===== src/rtl/dtg_pkg.sv =====
package dtg_pkg;

    typedef enum logic [2:0] {
        PH_REF,
        PH_SYNC,
        PH_BACK,
        PH_ACTIVE,
        PH_FRONT
    } phase_e;

    typedef enum logic {
        HALF_SHORT,
        HALF_LONG
    } half_e;

endpackage


===== src/rtl/dtg_pixdiv.sv =====
module dtg_pixdiv
    import dtg_pkg::*;
#(
    parameter int DIV_W = 8
) (
    input  logic             clk,
    input  logic             rst_n,
    input  logic             run,
    input  logic [DIV_W-1:0] div,
    output logic             pix_en
);

    half_e            half_q, half_d;
    logic [DIV_W-1:0] cnt_q;
    logic [DIV_W-1:0] limit;
    logic             extra;

    // Each pixel lasts floor(div/2)+1 clocks; odd values add one clock on alternate pixels.
    always_comb begin
        extra  = div[0] && (half_q == HALF_LONG);
        limit  = (div >> 1) + {{(DIV_W-1){1'b0}}, extra};
        pix_en = run && (cnt_q == limit);
        half_d = half_q;
        unique case (half_q)
            HALF_SHORT: if (pix_en) half_d = HALF_LONG;
            HALF_LONG:  if (pix_en) half_d = HALF_SHORT;
        endcase
    end

    always_ff @(posedge clk or negedge rst_n) begin
        if (!rst_n) begin
            half_q <= HALF_SHORT;
            cnt_q  <= '0;
        end else if (!run) begin
            half_q <= HALF_SHORT;
            cnt_q  <= '0;
        end else begin
            half_q <= half_d;
            cnt_q  <= pix_en ? '0 : cnt_q + 1'b1;
        end
    end

endmodule


===== src/rtl/dtg_axis.sv =====
module dtg_axis
    import dtg_pkg::*;
#(
    parameter int CNT_W = 16
) (
    input  logic             clk,
    input  logic             rst_n,
    input  logic             run,
    input  logic             step,
    input  logic [CNT_W-1:0] len_sync,
    input  logic [CNT_W-1:0] len_back,
    input  logic [CNT_W-1:0] len_act,
    input  logic [CNT_W-1:0] len_front,
    output phase_e           phase,
    output logic [CNT_W-1:0] pos,
    output logic             wrap
);

    localparam logic [CNT_W-1:0] REF_LEN = CNT_W'(1);

    phase_e           ph_q, ph_d;
    logic [CNT_W-1:0] pos_q;
    logic [CNT_W-1:0] cur_len;
    logic             last;

    always_comb begin
        cur_len = REF_LEN;
        ph_d    = ph_q;
        unique case (ph_q)
            PH_REF:    begin cur_len = REF_LEN;   ph_d = PH_SYNC;   end
            PH_SYNC:   begin cur_len = len_sync;  ph_d = PH_BACK;   end
            PH_BACK:   begin cur_len = len_back;  ph_d = PH_ACTIVE; end
            PH_ACTIVE: begin cur_len = len_act;   ph_d = PH_FRONT;  end
            PH_FRONT:  begin cur_len = len_front; ph_d = PH_REF;    end
            default:   begin cur_len = REF_LEN;   ph_d = PH_REF;    end
        endcase
        last = (pos_q == cur_len - 1'b1);
        wrap = step && last && (ph_q == PH_FRONT);
    end

    always_ff @(posedge clk or negedge rst_n) begin
        if (!rst_n) begin
            ph_q  <= PH_REF;
            pos_q <= '0;
        end else if (!run) begin
            ph_q  <= PH_REF;
            pos_q <= '0;
        end else if (step) begin
            if (last) begin
                ph_q  <= ph_d;
                pos_q <= '0;
            end else begin
                pos_q <= pos_q + 1'b1;
            end
        end
    end

    assign phase = ph_q;
    assign pos   = pos_q;

endmodule


===== src/rtl/disp_timing_gen.sv =====
module disp_timing_gen
    import dtg_pkg::*;
#(
    parameter int CNT_W     = 16,
    parameter int DIV_W     = 8,
    parameter bit SYNC_HIGH = 1'b1
) (
    input  logic               clk,
    input  logic               rst_n,
    input  logic               en,
    input  logic [DIV_W-1:0]   div_in,
    input  logic [2*CNT_W-1:0] tm_sync,
    input  logic [2*CNT_W-1:0] tm_back,
    input  logic [2*CNT_W-1:0] tm_front,
    input  logic [2*CNT_W-1:0] tm_active,
    output logic               hsync,
    output logic               vsync,
    output logic               de,
    output logic               pix_en,
    output logic [CNT_W-1:0]   px_x,
    output logic [CNT_W-1:0]   px_y,
    output logic               frame_start
);

    localparam int WORD_W = 2 * CNT_W;

    logic [WORD_W-1:0] sync_q, back_q, front_q, act_q;
    logic [DIV_W-1:0]  div_q;
    logic              cfg_load;
    logic              h_wrap, v_wrap;
    phase_e            h_ph, v_ph;
    logic [CNT_W-1:0]  h_pos, v_pos;
    logic              hs_act, vs_act, de_int;

    // Shadow copy: tracks inputs while idle, refreshed only at the frame boundary while running.
    assign cfg_load = !en || v_wrap;

    always_ff @(posedge clk or negedge rst_n) begin
        if (!rst_n) begin
            sync_q  <= '0;
            back_q  <= '0;
            front_q <= '0;
            act_q   <= '0;
            div_q   <= '0;
        end else if (cfg_load) begin
            sync_q  <= tm_sync;
            back_q  <= tm_back;
            front_q <= tm_front;
            act_q   <= tm_active;
            div_q   <= div_in;
        end
    end

    dtg_pixdiv #(.DIV_W(DIV_W)) u_div (
        .clk    (clk),
        .rst_n  (rst_n),
        .run    (en),
        .div    (div_q),
        .pix_en (pix_en)
    );

    dtg_axis #(.CNT_W(CNT_W)) u_h (
        .clk       (clk),
        .rst_n     (rst_n),
        .run       (en),
        .step      (pix_en),
        .len_sync  (sync_q[CNT_W-1:0]),
        .len_back  (back_q[CNT_W-1:0]),
        .len_act   (act_q[CNT_W-1:0]),
        .len_front (front_q[CNT_W-1:0]),
        .phase     (h_ph),
        .pos       (h_pos),
        .wrap      (h_wrap)
    );

    dtg_axis #(.CNT_W(CNT_W)) u_v (
        .clk       (clk),
        .rst_n     (rst_n),
        .run       (en),
        .step      (h_wrap),
        .len_sync  (sync_q[WORD_W-1:CNT_W]),
        .len_back  (back_q[WORD_W-1:CNT_W]),
        .len_act   (act_q[WORD_W-1:CNT_W]),
        .len_front (front_q[WORD_W-1:CNT_W]),
        .phase     (v_ph),
        .pos       (v_pos),
        .wrap      (v_wrap)
    );

    always_comb begin
        hs_act      = en && (h_ph == PH_SYNC);
        vs_act      = en && (v_ph == PH_SYNC);
        de_int      = en && (h_ph == PH_ACTIVE) && (v_ph == PH_ACTIVE);
        de          = de_int;
        px_x        = de_int ? h_pos : '0;
        px_y        = de_int ? v_pos : '0;
        frame_start = pix_en && de_int && (h_pos == '0) && (v_pos == '0);
    end

    generate
        if (SYNC_HIGH) begin : g_pos_sync
            assign hsync = hs_act;
            assign vsync = vs_act;
        end else begin : g_neg_sync
            assign hsync = !hs_act;
            assign vsync = !vs_act;
        end
    endgenerate

endmodule


===== config.mk =====
export PLATFORM = sky130hd
export DESIGN_NAME = disp_timing_gen
export DESIGN_NICKNAME = d
export VERILOG_FILES = /design/src/rtl/dtg_pkg.sv /design/src/rtl/dtg_pixdiv.sv /design/src/rtl/dtg_axis.sv /design/src/rtl/disp_timing_gen.sv
export SDC_FILE = /design/constraint.sdc
export NUM_CORES = 1
export LEC_CHECK = 0
export BUFFER_PORTS_ARGS = -buffer_cell sky130_fd_sc_hd__buf_2
export CORE_MARGIN = 3
export CORE_UTILIZATION = 53
export CTS_BUF_LIST = sky130_fd_sc_hd__clkbuf_2 sky130_fd_sc_hd__clkbuf_4 sky130_fd_sc_hd__clkbuf_8
export DETAILED_ROUTE_END_ITERATION = 8
export MAX_ROUTING_LAYER = met4
export PLACE_DENSITY = 0.79
export SLEW_MARGIN = 20
export SYNTH_ARGS = -nofsm -noshare
export SYNTH_HDL_FRONTEND = slang
export SYNTH_SLANG_ARGS = --single-unit

===== constraint.sdc =====
create_clock -name clk -period 4 [get_ports clk]
set_input_delay 0.8 -clock clk [delete_from_list [all_inputs] [get_ports clk]]
set_output_delay 0.8 -clock clk [all_outputs]
set_load 0.02 [all_outputs]

==> results.ini <==
[global_routing]
grt_pass1_vias=9155
grt_antenna_before_repair=1
grt_overflow=0
grt_max_degree=87
grt_pass1_wl_mm=47.8
grtUsageTotal=0.282

[yosys]
avgSynthCellArea_um2=10.6
seq_area_frac_synth=0.430
async_reset_ff_frac=1.00
netlist_instances=1005
syn-cell-area_um2=10700
synth.distinct_cells=77
yosysTopAreaCellShare=0.430
synth.net_count=1153
yosys.area.top_type=dfrtp_1
yosys_warnings=0
synth_flop_cell=dfrtp_1
synth_edf_count=0
ys_ff_latch=183
synth.area.top_cells=dfrtp_1 43%, mux2_2 11%, mux2_1 4.2%, xnor2_1 3.0%, and2_1 2.5%

[finish]
stdcell_area_um2=13800
final_common_cell=dfrtp_1
drive_gt1_frac=0.402
final_nets=1420
syn_to_final_growth_pct=29.3
final_cell_mix=180 x dfrtp_1, 174 x buf_2, 116 x buf_4

[sta]
setup_tns_ps=-44960
finalHoldViolCount=0
setup_ws_ps=-407
maxSlewViolCount=0
worst_slew_pin_slew_ps=802
rsz0062_at_grt=yes
skew_ps=19.9
max_slew_margin=0.465
period_minus_slack_ps=4410
setup_viol=136
min_period_over_period=1.10
fmax_ghz=0.227

[floorplanning]
fp-row-count=51
dieArea_um2=21800
coreArea_um2=19600
floorplan.io_pins=176
die_width_um=148
fp.dieH_um=148
start_util=0.544

[critical_path]
cp.required_ps=4350
cp-end-kind=flip-flop
arrival_ps=4760
critPathKind=reg -> reg
crit_path_start_kind=flip-flop
cp_max_fo=16

[placement]
placed_cell_area_um2=12600
dp_slack_ps=-444
gp_congestion=0.953
dpl.hpwl_mm=21.8
portBuffers=175

[route]
vias=9467
routed_via_density=6.11
wl_per_cell_um=20.8
drtIter0Drc=802
drt_first_pass_iters=5
wl_mm=32.3
drc_errors=0
ant_nets=0

[clock_tree]
cts_sinks=183
numCtsBuffers=17
clk_path_buf_depth=2
insertion_delay_ps=480
clock-root-buffer=clkbuf_8
cts_tree=yes
clk_pin_slew_worst_paths_ps=110
cts_max_level=4

[job]
drv_cap=0

[power_and_ir_drop]
ir_drop_mv=0.230
p_comb_frac=0.133
p_int_mw=2.89
leakage_nw=6.31
p_switching_mw=1.03
netSwitchingFraction=0.262
seq_power_share=0.535
finalPower_mw=3.92
p_clk_frac=0.332
pwr_density_cell_nw_per_um2=284

[outcome]
violations=negative setup slack
outcome=complete, but fails checks

[worst_hold_path]
hold_class=in -> async

==> what timing repair did <==
item                                    CTS  global route
hold buffers                              0             0
gates cloned                              4             7
resized for setup                        19           103
setup buffers                             5             4
pin swaps                                 0            10
endpoints found under the setup margin  138           157
==> layer usage <==
metal	global-route usage	up-vias	wire, um
met1	0.380	4733	13400
met3	0.0417	67	2140
li1	-	4244	-
met4	0.0825	0	744
met5	-	-	0
met2	0.448	423	16000
==> critical path, cell delays in order (launching register included) <==
cell	delay, ps
dfrtp_2	460
buf_4	160
buf_4	130
nor2b_1	160
a221oi_4	400
inv_2	90
ha_4	190
buf_4	130
xnor2_2	120
xnor2_1	130
nor3_1	150
o2111ai_1	190
or2_4	290
or4_4	540
o41ai_4	210
buf_4	200
buf_6	160
clkbuf_16	200
mux2_1	360
==> path summary, 6_finish.rpt <==
kind / start / to / slack, ps / depth (start not counted)
max in group asynchronous: rst_n / back_q[27]$_DFFE_PN0P_ / 2640 / 2
min in group clk: sync_q[25]$_DFFE_PN0P_ / sync_q[25]$_DFFE_PN0P_ / 490 / 1
max: u_h.phase[1]$_DFFE_PN0P_ / sync_q[28]$_DFFE_PN0P_ / -410 / 18
min: rst_n / u_h.pos[1]$_DFFE_PN0P_ / 390 / 1
min reg2reg: sync_q[25]$_DFFE_PN0P_ / sync_q[25]$_DFFE_PN0P_ / 490 / 1
max reg2reg: u_h.phase[1]$_DFFE_PN0P_ / sync_q[28]$_DFFE_PN0P_ / -410 / 18
==> power groups by stage <==
stage	clock network, mW	logic (mW)	registers [mW]
2_1_floorplan	0	0.243	2.08
3_3_place_gp	0	0.393	2.11
3_5_place_dp	0	0.409	2.12
4_1_cts	1.30	0.435	2.08
5_1_grt	1.39	0.557	2.11
6_report	1.30	0.521	2.10
==> cell type report <==
type                    instances  area [um^2]
clock inverters                 9          119
fillers                      1362         5810
diodes                          2         5.00
multi-input cells             729         6090
well taps                     265          332
inverters                      22         82.6
clock buffers                  21          270
flip-flops and latches        183         4580
repair buffers                319         2290
==> cell usage after synthesis (11+ instances only) <==
master,count
o311ai_0,14
dfrtp_1,183
a22oi_1,23
mux2_2,102
clkbuf_1,44
nand2_1,51
xor2_1,17
and3_1,24
nor2_1,52
mux2i_1,12
o21ai_0,24
and2_1,43
o2111ai_1,14
nand4_1,18
nor2b_1,31
a32o_1,11
mux2_1,40
xnor2_1,36
a22o_1,12
nand3_1,33
inv_1,22
==> state kept, by name, summed over array words and instances (netlist names) <==
signal,flops
u_v.pos,16
u_div.half_q,1
front_q,32
u_h.phase,3
u_div.cnt_q,8
u_h.pos,16
back_q,32
div_q,8
u_v.phase,3
act_q,32
sync_q,32
==> kinds of logic (layout without fill, tap and decap cells) <==
logic type / Yosys count / after routing / share of synthesized area
AO/OA/AOI/OAI: 177 / 177 / 0.131
XOR/XNOR: 55 / 55 / 0.0478
adder cells (fa/ha/maj): 9 / 9 / 0.0106
buffers and inverters: 94 / 371 / 0.0439
flip-flops: 183 / 183 / 0.430
multiplexers: 154 / 154 / 0.161
other: 0 / 2 / 0
AND/OR/NAND/NOR: 333 / 334 / 0.175
==> stage by stage <==
stage | hold slack [ps] | cells | utilization
finish | 394 | 1550 | 0.703
global route | 432 | 1549 | 0.703
CTS | 419 | 1538 | 0.674
detailed placement | 467 | 1499 | 0.643
global placement | 463 | 1499 | 0.643
floorplan | 450 | 1005 | -
No activity file was read; power rests on OpenSTA's default activity.
